==> src/rtl/sbm_pkg.sv <==
package sbm_pkg;

    typedef enum logic {
        SBM_IDLE = 1'b0,
        SBM_XFER = 1'b1
    } sbm_state_e;

endpackage

==> src/rtl/sbm_cycle_timer.sv <==
module sbm_cycle_timer #(
    parameter int MIN_CYCLES = 3
) (
    input  logic clk,
    input  logic rst_n,
    input  logic start,
    input  logic run,
    output logic at_min,
    output logic first_cycle
);
    localparam int CNT_W = $clog2(MIN_CYCLES + 1);
    localparam logic [CNT_W-1:0] CNT_MIN = CNT_W'(MIN_CYCLES);
    localparam logic [CNT_W-1:0] CNT_ONE = CNT_W'(1);

    logic [CNT_W-1:0] cnt_d, cnt_q;

    always_comb begin
        cnt_d = cnt_q;
        if (start) begin
            cnt_d = CNT_ONE;
        end else if (run) begin
            if (cnt_q < CNT_MIN) begin
                cnt_d = cnt_q + CNT_ONE;
            end
        end else begin
            cnt_d = '0;
        end
    end

    always_ff @(posedge clk or negedge rst_n) begin
        if (!rst_n) begin
            cnt_q <= '0;
        end else begin
            cnt_q <= cnt_d;
        end
    end

    assign at_min      = (cnt_q >= CNT_MIN);
    assign first_cycle = (cnt_q == CNT_ONE);

    // Counter saturates at the minimum and never exceeds it
    assert_count_bound_R3: assert property (@(posedge clk) disable iff (!rst_n)
        cnt_q <= CNT_MIN);

    // While running below the minimum the count advances by one
    assert_count_step_R3: assert property (@(posedge clk) disable iff (!rst_n)
        (run && !start && cnt_q < CNT_MIN) |=> (cnt_q == $past(cnt_q) + CNT_ONE));

endmodule

==> src/rtl/sbm_read_capture.sv <==
module sbm_read_capture #(
    parameter int DATA_W = 16
) (
    input  logic              clk,
    input  logic              rst_n,
    input  logic              capture,
    input  logic [DATA_W-1:0] bus_din,
    output logic [DATA_W-1:0] rdata
);
    logic [DATA_W-1:0] data_d, data_q;

    always_comb begin
        data_d = data_q;
        if (capture) begin
            data_d = bus_din;
        end
    end

    always_ff @(posedge clk or negedge rst_n) begin
        if (!rst_n) begin
            data_q <= '0;
        end else begin
            data_q <= data_d;
        end
    end

    assign rdata = data_q;

    // Returned data only changes on a capture edge
    assert_rdata_hold_R8: assert property (@(posedge clk) disable iff (!rst_n)
        !capture |=> $stable(data_q));

    // A capture edge loads the bus value
    assert_rdata_load_R8: assert property (@(posedge clk) disable iff (!rst_n)
        capture |=> (data_q == $past(bus_din)));

endmodule

==> src/rtl/bus_master_sync.sv <==
module bus_master_sync
    import sbm_pkg::*;
#(
    parameter int ADDR_W     = 16,
    parameter int DATA_W     = 16,
    parameter int MIN_CYCLES = 3
) (
    input  logic              clk,
    input  logic              rst_n,
    input  logic              req_valid,
    input  logic              req_write,
    input  logic [ADDR_W-1:0] req_addr,
    input  logic [DATA_W-1:0] req_wdata,
    output logic              req_ready,
    output logic              done,
    output logic [DATA_W-1:0] rdata,
    output logic              bus_mreq_n,
    output logic              bus_rd_n,
    output logic [ADDR_W-1:0] bus_addr,
    output logic [DATA_W-1:0] bus_dout,
    output logic              bus_doe,
    input  logic [DATA_W-1:0] bus_din,
    input  logic              bus_wait_n
);

    typedef struct packed {
        sbm_state_e        state;
        logic              write;
        logic [ADDR_W-1:0] addr;
        logic [DATA_W-1:0] wdata;
        logic              done;
    } sbm_regs_t;

    sbm_regs_t r_d, r_q;

    logic start;
    logic xfer;
    logic at_min;
    logic first_cycle;
    logic final_cycle;
    logic capture;

    initial begin
        assert (MIN_CYCLES >= 2)
            else $error("MIN_CYCLES must be at least 2");
    end

    assign xfer        = (r_q.state == SBM_XFER);
    assign start       = (r_q.state == SBM_IDLE) && req_valid;
    assign final_cycle = xfer && at_min && bus_wait_n;
    assign capture     = final_cycle && !r_q.write;

    sbm_cycle_timer #(
        .MIN_CYCLES(MIN_CYCLES)
    ) i_timer (
        .clk        (clk),
        .rst_n      (rst_n),
        .start      (start),
        .run        (xfer),
        .at_min     (at_min),
        .first_cycle(first_cycle)
    );

    sbm_read_capture #(
        .DATA_W(DATA_W)
    ) i_capture (
        .clk    (clk),
        .rst_n  (rst_n),
        .capture(capture),
        .bus_din(bus_din),
        .rdata  (rdata)
    );

    always_comb begin
        r_d      = r_q;
        r_d.done = 1'b0;
        unique case (r_q.state)
            SBM_IDLE: begin
                if (req_valid) begin
                    r_d.state = SBM_XFER;
                    r_d.write = req_write;
                    r_d.addr  = req_addr;
                    r_d.wdata = req_wdata;
                end
            end
            SBM_XFER: begin
                if (at_min && bus_wait_n) begin
                    r_d.state = SBM_IDLE;
                    r_d.done  = 1'b1;
                end
            end
            default: r_d.state = SBM_IDLE;
        endcase
    end

    always_ff @(posedge clk or negedge rst_n) begin
        if (!rst_n) begin
            r_q <= '{state: SBM_IDLE, write: 1'b0, addr: '0, wdata: '0, done: 1'b0};
        end else begin
            r_q <= r_d;
        end
    end

    assign req_ready  = (r_q.state == SBM_IDLE);
    assign done       = r_q.done;
    assign bus_mreq_n = !xfer;
    assign bus_rd_n   = !(xfer && !r_q.write);
    assign bus_addr   = xfer ? r_q.addr : '0;
    assign bus_doe    = xfer && r_q.write && !first_cycle;
    assign bus_dout   = bus_doe ? r_q.wdata : '0;

    // Strobes released and data lines off while idle
    assert_idle_quiet_R1: assert property (@(posedge clk) disable iff (!rst_n)
        req_ready |-> (bus_mreq_n && bus_rd_n && !bus_doe));

    // Transfer cannot end before the minimum count
    assert_min_len_R3: assert property (@(posedge clk) disable iff (!rst_n)
        (!bus_mreq_n && !at_min) |=> !bus_mreq_n);

    // Write transfers keep the read strobe negated
    assert_write_no_rd_R4: assert property (@(posedge clk) disable iff (!rst_n)
        (!bus_mreq_n && r_q.write) |-> bus_rd_n);

    // Address stable across consecutive transfer cycles
    assert_addr_stable_R5: assert property (@(posedge clk) disable iff (!rst_n)
        (!bus_mreq_n && !$past(bus_mreq_n)) |-> $stable(bus_addr));

    // Low wait line at or after the minimum adds a cycle
    assert_wait_stretch_R6: assert property (@(posedge clk) disable iff (!rst_n)
        (!bus_mreq_n && at_min && !bus_wait_n) |=> !bus_mreq_n);

    // Write data only driven while a write transfer runs
    assert_doe_in_write_R9: assert property (@(posedge clk) disable iff (!rst_n)
        bus_doe |-> (!bus_mreq_n && bus_rd_n));

    // Done lasts one cycle and follows a transfer cycle
    assert_done_pulse_R10: assert property (@(posedge clk) disable iff (!rst_n)
        done |=> !done);
    assert_done_after_xfer_R10: assert property (@(posedge clk) disable iff (!rst_n)
        done |-> (bus_mreq_n && !$past(bus_mreq_n)));

endmodule

==> config.mk <==
export PLATFORM = sky130hd
export DESIGN_NAME = bus_master_sync
export DESIGN_NICKNAME = d
export VERILOG_FILES = /design/src/rtl/sbm_pkg.sv /design/src/rtl/sbm_cycle_timer.sv /design/src/rtl/sbm_read_capture.sv /design/src/rtl/bus_master_sync.sv
export SDC_FILE = /design/constraint.sdc
export NUM_CORES = 1
export LEC_CHECK = 0
export ABC_AREA = 1
export BUFFER_PORTS_ARGS = -buffer_cell sky130_fd_sc_hd__buf_2
export CAP_MARGIN = 20
export CORE_ASPECT_RATIO = 0.7
export CORE_MARGIN = 2
export CORE_UTILIZATION = 51
export CTS_CLUSTER_SIZE = 28
export DETAILED_ROUTE_END_ITERATION = 16
export PLACE_DENSITY = 0.88
export SYNTH_ARGS = -nofsm -noshare
export SYNTH_HDL_FRONTEND = slang
export SYNTH_HIERARCHICAL = 1
export SYNTH_SLANG_ARGS = --single-unit
==> constraint.sdc <==
create_clock -name clk -period 3.32 [get_ports clk]
set_input_delay 0 -clock clk [delete_from_list [all_inputs] [get_ports clk]]
set_output_delay 0 -clock clk [all_outputs]
set_load 0.005 [all_outputs]
After elaboration in Yosys (flattened, before gate mapping). Cells that the tools add are included.

Bits of input ports: 53. Register bits after elaboration: 53. Output and inout bits: 53. Word-level logic and storage cells: 36.

Add/subtract/negate cells: 1. Order comparisons: 2. Equality and inequality tests: 2. Multiplexer cells: 10. Reductions and logical operators: 13. Bitwise logic cells: 1.

Operators with widths (number): $mux W34 (1); $mux W16 (2); $logic_and A1 B1 Y1 (8); $mux W2 (3); $logic_not A1 Y1 (4); $mux W1 (3); $ne A3 B1 Y1 const B (1); $add A2 B1 Y2 const B (1); $eq A2 B1 Y1 const B (1); $ge A2 B2 Y1 const B (1); $lt A2 B2 Y1 const B (1); $pmux W1 S2 (1); $reduce_and A2 Y1 (1); $not A1 Y1 (1).

Longest topological paths before layout. Gate-level depths: netlist (run 1).

Word-level depth: 4. Depth in mapped cells: 8. Gate-level depth less buffers: 6.

By module. Netlist (run 1), hierarchy kept.

By module, submodules not included: bus_master_sync (seq. area each 875.8 um^2, times used 1, area an instance 1714.1 um^2, cells each 225); sbm_read_capture (seq. area each 400.4 um^2, times used 1, area an instance 644.4 um^2, cells each 68); sbm_cycle_timer (seq. area each 50.0 um^2, times used 1, area an instance 126.4 um^2, cells each 17).

Worst setup path before layout (run 1). No wires, ideal clock.

Path kind: reg2reg. Start point: reg i_timer.cnt_q[0]. End point: reg i_capture.data_q[10] (netlist: i_capture/rdata[10]). Required time: 3.204 ns. Clock period less this slack: 1.292 ns. Stages on the path, launching flop included: 9. Setup time: 0.116 ns. Arrival: 1.175 ns. Setup slack: 2.028 ns. Buffers on the path: 2. Path through: dfrtp_1 -> ha_1 -> nand2_1 -> nor2_1 -> buf_6 -> inv_6 -> buf_12 -> nand2_1 -> nand2_1.

Longest elaborated chain between the ends: 4.

Ends and longest elaborated chain: start: declaration (RTL line sbm_cycle_timer.sv:15) `logic [CNT_W-1:0] cnt_d, cnt_q;`; start signal: assignment (RTL line sbm_cycle_timer.sv:34) `cnt_q <= cnt_d;`; $ge A2 B2 Y1 (RTL line sbm_cycle_timer.sv:38) `assign at_min = (cnt_q >= CNT_MIN);`; via at_min (RTL line bus_master_sync.sv:38) `logic at_min;`; $logic_and A1 B1 Y1 (2 in a row) (RTL line bus_master_sync.sv:50) `assign final_cycle = xfer && at_min && bus_wait_n;`; $logic_and A1 B1 Y1 (RTL line bus_master_sync.sv:51) `assign capture = final_cycle && !r_q.write;`; via capture (RTL line bus_master_sync.sv:41) `logic capture;`; end signal: assignment (RTL line sbm_read_capture.sv:23) `data_q <= data_d;`; end: declaration (RTL line sbm_read_capture.sv:10) `logic [DATA_W-1:0] data_d, data_q;`.

The timed path passes the listed nets, and every way through them passes these cells. A chain may end at the register's enable or synchronous reset.

Final worst setup path (run 1).
Start point: reg r_q, in the netlist xfer. End point: reg i_timer.cnt_q[1].

Longest elaborated chain between the ends: 3. Elaborated cells between the ends (all ways): 5. Those cells by class: eq/ne (1); mux (2); bitwise (1); reduce/logical (1).

Ends and longest elaborated chain: start: declaration (RTL line bus_master_sync.sv:34) `sbm_regs_t r_d, r_q;`; start signal: assignment (RTL line bus_master_sync.sv:98) `r_q <= '{state: SBM_IDLE, write: 1'b0, addr: '0, wdata: '0, done: 1'b0};`; start signal: assignment (RTL line bus_master_sync.sv:100) `r_q <= r_d;`; $not A1 Y1 (no line) *; $logic_and A1 B1 Y1 * (RTL line bus_master_sync.sv:49) `assign start = (r_q.state == SBM_IDLE) && req_valid;`; via start (RTL line bus_master_sync.sv:36) `logic start;`; $ne A3 B1 Y1 (no line) / $mux W2 (equally long branches).

The timed path passes the listed nets; every way through them passes the cells marked *.

==> results of run 1 <==
[per-stage QoR]
stage	setup WS, ps	hold WS, ps	cell area, um2	power [uW]	cells
after floorplan	2030	-296	2480	1760	310
after global placement	1790	197	2960	2080	457
after detailed placement	1680	-30.3	2980	2140	458
after CTS	1670	7.81	3580	2560	516
after global routing	1510	36.7	3580	2810	516
final	1630	17.9	3580	2580	516
[worst max-delay path by stage]
stage | to | slack, ps
final | i_timer/cnt_q[1] | 1630
after global routing | i_timer/cnt_q[1] | 1510
after CTS | i_timer/cnt_q[1] | 1670
after detailed placement | i_timer/cnt_q[1] | 1680
after global placement | i_timer/cnt_q[1] | 1790
after floorplan | i_capture/rdata[10] | 2030
[layer usage]
metal	GRT usage	part of all wire	vias up
met5	0	0	-
met4	0.104	0.025	0
met3	0.0515	0.057	17
met2	0.441	0.52	87
met1	0.320	0.40	1137
li1	-	-	1207
[synth_stat cells, drive strengths merged]
| cell type | count |
|---|---|
| a21oi | 1 |
| nor2 | 18 |
| nand3 | 35 |
| nand2 | 141 |
| buf | 17 |
| inv | 43 |
| ha | 2 |
| dfrtp | 53 |
[placed cells by master, fill, tap and decap left out, types with 2 or more instances in the layout]
| cell type | instances |
|---|---|
| nor2_2 | 9 |
| dlygate4sd3_1 | 50 |
| nand3_1 | 34 |
| nand2_2 | 5 |
| inv_1 | 41 |
| nand2_1 | 135 |
| buf_2 | 105 |
| clkbuf_8 | 6 |
| dfrtp_1 | 53 |
| buf_4 | 2 |
| ha_1 | 2 |
| nor2_1 | 9 |
[final cells by class]
| type | count | share of cell area |
|---|---|---|
| flip-flops and latches | 53 | 0.371 |
| clock buffers | 6 | 0.0231 |
| clock inverters | 2 | 0.00385 |
| inverters | 43 | 0.0465 |
| multi-input cells | 197 | 0.240 |
| well taps | 57 | 0.0199 |
| repair buffers | 158 | 0.297 |
[worst max-delay path, delay by kind of cell (launching register included)]
kind,cells,cell delay [ps]
AND/OR/NAND/NOR,2,450
flip-flops,1,410
buffers and inverters,3,670
AO/OA/AOI/OAI,1,40
[flip-flops by register name, indices dropped and copies added, names as in the netlist]
signal and flops:
r_q 33, xfer 1, i_capture/rdata 16, done 1
i_timer/cnt_q 2
[power groups by stage]
| stage | clock [uW] | sequential [uW] | combinational (uW) |
|---|---|---|---|
| 2_1_floorplan | 0 | 1090 | 670 |
| 3_3_place_gp | 0 | 1100 | 974 |
| 4_1_cts | 384 | 1110 | 1070 |
| 3_5_place_dp | 0 | 1120 | 1020 |
| 6_report | 376 | 1120 | 1080 |
| 5_1_grt | 420 | 1150 | 1240 |
[timing repair]
action,CTS,global route
setup buffers,0,0
hold buffers,50,0
endpoints found under the hold margin,67,0
[kinds of logic (layout without fill, tap and decap cells)]
kind of cell               after synthesis  after routing  share of synthesized area
AOI/OAI and AO/OA                        1              1                    0.00201
adders and majority gates                2              2                     0.0101
buffers and inverters                   60            209                      0.121
DFF                                     53             53                      0.534
and+or+nand+nor                        194            194                      0.333
==> flow_summary.yaml, run 1 <==
placed_design:
  place.gp.congestion: 0.759
  dp_hpwl_um: 3860
  io_buffers: 105
route:
  first_pass_iters: 4
  via_per_inst: 4.74
  wl_per_cell_um: 12.8
  antenna_left: 0
  wl_um: 6600
  num_vias: 2448
  drc: 0
  drt_iter0_markers: 172
power_and_ir_drop:
  clockPowerShare: 0.146
  power_frac_seq: 0.433
  p_int_uw: 1560
  p_sw_uw: 1010
  p_leak_uw: 0.00218
  p_per_area_mw_per_mm2: 720
  combPwrFrac: 0.421
  p_sw_frac: 0.393
  ir_drop_mv: 0.473
timing:
  min_period_over_period: 0.508
  worstMarginPinSlew_ps: 647
  max_slew_margin: 0.569
  setup_viol: 0
  rsz0062_at_grt: "false"
  hold_viol_final: 0
  maxSlewViolCount: 0
  skew_ps: 5.17
  fmax_mhz: 593
  fin_tns_setup_ps: 0
  period_needed_ps: 1690
cells_and_area:
  n_fill_cell: 339
  drive_above_1_share: 0.292
  regArea_mm2: 0.00133
  diodes: 0
  post-route-util: 0.757
  nets: 513
  syn2layout_area_growth_pct: 44.0
  multi_input_area_um2: 857
synth:
  syn_inst: 310
  ys_seq_elements: 53
  synth.cell_area_mm2: 0.00248
  avgSynthCellArea_um2: 8.02
  synth.area.top_cells: "dfrtp_1, nand2_1, nand3_1, inv_1, nor2_2"
  syn_nets: 365
  post-synth-top-area-fraction: 0.534
  synthDistinctLibCells: 17
  ys_seq_area_frac: 0.534
  yosys.area.top_type: "dfrtp_1"
  ys_warn_count: 6
clock_network:
  cts_tree: "built"
  cts_resized: 0
  cts_root_buf: "clkbuf_8"
  clock_path_buffers: 2
  clock_latency_ps: 300
  numCtsBuffers: 5
  clkSlewWorstSetupHoldPaths_ps: 90
  cts.sinks: 53
  htree_levels: 2
critical_path:
  cp_max_fo: 37
  startpoint: "xfer"
  crit_type: "register to register"
  slowest_delay_ps: 470
  r2r_start: "xfer"
  timing.rr.end: "i_timer/cnt_q[1]"
  critPathSlowestCell: "inv_2"
  crit_chain: "inv_2 > nand2_4 > inv_1 > inv_1 > nand2_1 > a21oi_1"
  end_kind: "register"
  reg2reg_slack_ps: 1630
  cp-start-kind: "register"
  r2r_cells: 6
  cp_common_cell: "inv_1"
  cp.arrival_ps: 1880
  required_ps: 3520
floorplan:
  die_x_um: 87.4
  ioPinCount: 106
  die_h_um: 62.4
  die-area_mm2: 0.00546
  core.rowCount: 21
  start_util: 0.525
  coreArea_mm2: 0.00473
grt:
  grt_pass1_wl_um: 10900
  grt_max_degree: 38
  grt.total_usage: 0.259
  grt_pass1_vias: 2364
  antenna_found_initial: 0
  grt.overflow.total: 0
hold_path:
  worstHoldEndpoint: "done"
  hold_start: "bus_wait_n"
  whs_path_depth: 3
  hold_path_class: "primary input to register"
run:
  max_cap_viol_count: 0
run_status:
  status: "finished, final reports clean"
(Power assumes the default switching activity.)
==> run 2: changes to the inputs <==
ABC_AREA = 0   (was 1)
CORE_UTILIZATION = 47   (was 51)
PLACE_DENSITY = 0.82   (was 0.88)
clock period = 1.8 ns   (was 3.32 ns; I/O delays follow)
==> run 2 against run 1 <==
Non-clock buffer count up 5. Synthesized area down 0.76%. Combinational power up 140%. Critical path type is now register to output pin.
==> flow_summary.yaml, run 2 <==
run_status:
  status: "finished, final reports clean"
critical_path:
  crit_chain: "ha_1 > and3b_2 > and2_1 > buf_2"
  required_ps: 1800
  slowest_delay_ps: 420
  cp-start-kind: "register"
  crit_buf_inv: 1
  startpoint: "i_timer/cnt_q[0]"
  r2r_start: "i_timer/cnt_q[0]"
  critPathSlowestCell: "dfrtp_1"
  cp_top_family: "simple AND/OR/NAND/NOR gates"
  end_kind: "output pin"
  cp.arrival_ps: 1620
  crit_type: "register to output pin"
  cp_max_fo: 17
cells_and_area:
  design_area_mm2: 0.00365
  largest_reg_flops: 33
  nets: 376
  layout_common_cells: "buf_2, dfrtp_1, dlygate4sd3_1, mux2_4, and2_1"
  syn2layout_area_growth_pct: 48.2
  drive_above_1_share: 0.525
  diodes: 0
  final_common_cell: "buf_2"
  regMostFlops: "r_q"
clock_network:
  htree_levels: 2
  clock_latency_ps: 290
  post_cts_buffers: 0
  cts.sinks: 53
  clkSlewWorstSetupHoldPaths_ps: 90
  clock_path_buffers: 2
  cts_root_buf: "clkbuf_8"
  cts_tree: "built"
  numCtsBuffers: 5
floorplan:
  core.rowCount: 22
  die_x_um: 90.6
  coreArea_mm2: 0.00515
  start_util: 0.479
  ioPinCount: 106
  die_h_um: 64.6
  die-area_mm2: 0.00585
synth:
  synth_most_common_cell: "dfrtp_1"
  async_flop_share: 1.00
  syn_nets: 217
  synth_commonest_cells: "dfrtp_1, mux2_4, and2_1"
  ys_seq_elements: 53
  synth.cell_area_mm2: 0.00247
  avgSynthCellArea_um2: 15.2
  synth_edf_count: 0
  ys_warn_count: 6
  synth.area.top_cells: "dfrtp_1, mux2_4, and2_1, mux2_2, buf_12"
  ys.flop_type: "dfrtp_1"
  syn_inst: 162
  post-synth-top-area-fraction: 0.538
  synthDistinctLibCells: 21
  ys_seq_area_frac: 0.538
  yosys.area.top_type: "dfrtp_1"
placed_design:
  place_ws_ps: 216
  postPlaceCellArea_mm2: 0.00302
  io_buffers: 105
  place.gp.congestion: 0.666
  dp_hpwl_um: 3310
timing:
  worst_slack_ps: 185
  setup_viol: 0
  skew_ps: 4.80
  rsz0062_at_grt: "false"
  max_slew_margin: 0.564
  maxSlewViolCount: 0
  period_needed_ps: 1620
  hold_viol_final: 0
  worstMarginPinSlew_ps: 654
  fmax_mhz: 619
  min_period_over_period: 0.897
  fin_tns_setup_ps: 0
route:
  drc: 0
  wl_per_cell_um: 14.7
  drt_iter0_markers: 42
  antenna_left: 0
  wl_um: 5800
  first_pass_iters: 4
  num_vias: 1802
  via_per_inst: 4.57
run:
  max_cap_viol_count: 0
power_and_ir_drop:
  ir_drop_mv: 0.843
  p_per_area_mw_per_mm2: 1500
  p_leak_uw: 0.00186
grt:
  grt_pass1_wl_um: 9510
  antenna_found_initial: 0
  grt_max_degree: 54
  grt.total_usage: 0.212
  grt.overflow.total: 0
  grt_pass1_vias: 1930
hold_path:
  hold_path_class: "primary input to async pin"
==> run 2: cell count changes after synthesis, sizes merged, moves of 15 or more <==
cell,change
mux2,+49
and2,+32
inv,-40
nand3,-35
nor2,-15
nand2,-140
==> run 2: cell type report <==
| type | instances | area [um2] |
|---|---|---|
| clock inverter | 1 | 30.0 |
| sequential | 53 | 1330 |
| timing repair buffer | 163 | 1100 |
| tap | 72 | 90.1 |
| clock buffer | 7 | 86.3 |
| fill | 347 | 1490 |
| multi-input combinational | 95 | 1010 |
| inverter | 3 | 11.3 |
==> run 2: per-layer routing <==
layer | GRT usage | routed length (um) | share of wire
met1 | 0.266 | 2560 | 0.44
met2 | 0.366 | 2780 | 0.48
met3 | 0.0616 | 417 | 0.072
met4 | 0.0519 | 42 | 0.0072
met5 | 0 | 0 | 0
==> run 2: tightest hold or removal path, cell delays in order <==
cell and delay (ps):
dlygate4sd3_1 520, buf_2 100, buf_4 530
==> run 2: kinds of logic (layout without fill, tap and decap cells) <==
family / after synthesis / count (layout) / synth area share
multiplexers: 49 / 49 / 0.283
adder cells (fa/ha/maj): 2 / 2 / 0.0101
XOR/XNOR: 1 / 1 / 0.00355
flip-flops: 53 / 53 / 0.538
AND/OR/NAND/NOR: 41 / 41 / 0.102
buffers and inverters: 14 / 174 / 0.0563
AO/OA/AOI/OAI: 2 / 2 / 0.00710
==> run 2: worst paths after layout <==
kind,end,cells past startpoint,slack [ps]
max reg2reg,i_capture/rdata[2],5,220
min in group clk,r_q[6],3,460
max in group asynchronous,i_capture/rdata[8],3,1000
min,r_q[12],3,370
min reg2reg,r_q[31],1,510
max,bus_dout[15],4,180
==> run 2: what timing repair did <==
item                       in CTS  in global routing
hold buffers                   52                  0
setup endpoints to repair      16                  0
hold endpoints to repair      104                  0
resized for setup               1                  0
==> run 2: through the flow <==
step                      hold slack (ps)   util  power (uW)  instances
final                                 366  0.710        5500        394
after global routing                  425  0.710        5880        394
after CTS                             369  0.710        5500        394
after detailed placement              157  0.586        4560        334
after global placement                159  0.586        4470        334
after floorplan                      -296      -        3720        162
==> run 2: where the power goes <==
group | switching, uW | internal [uW]
registers | 337 | 1790
clock network | 359 | 454
logic | 931 | 1630
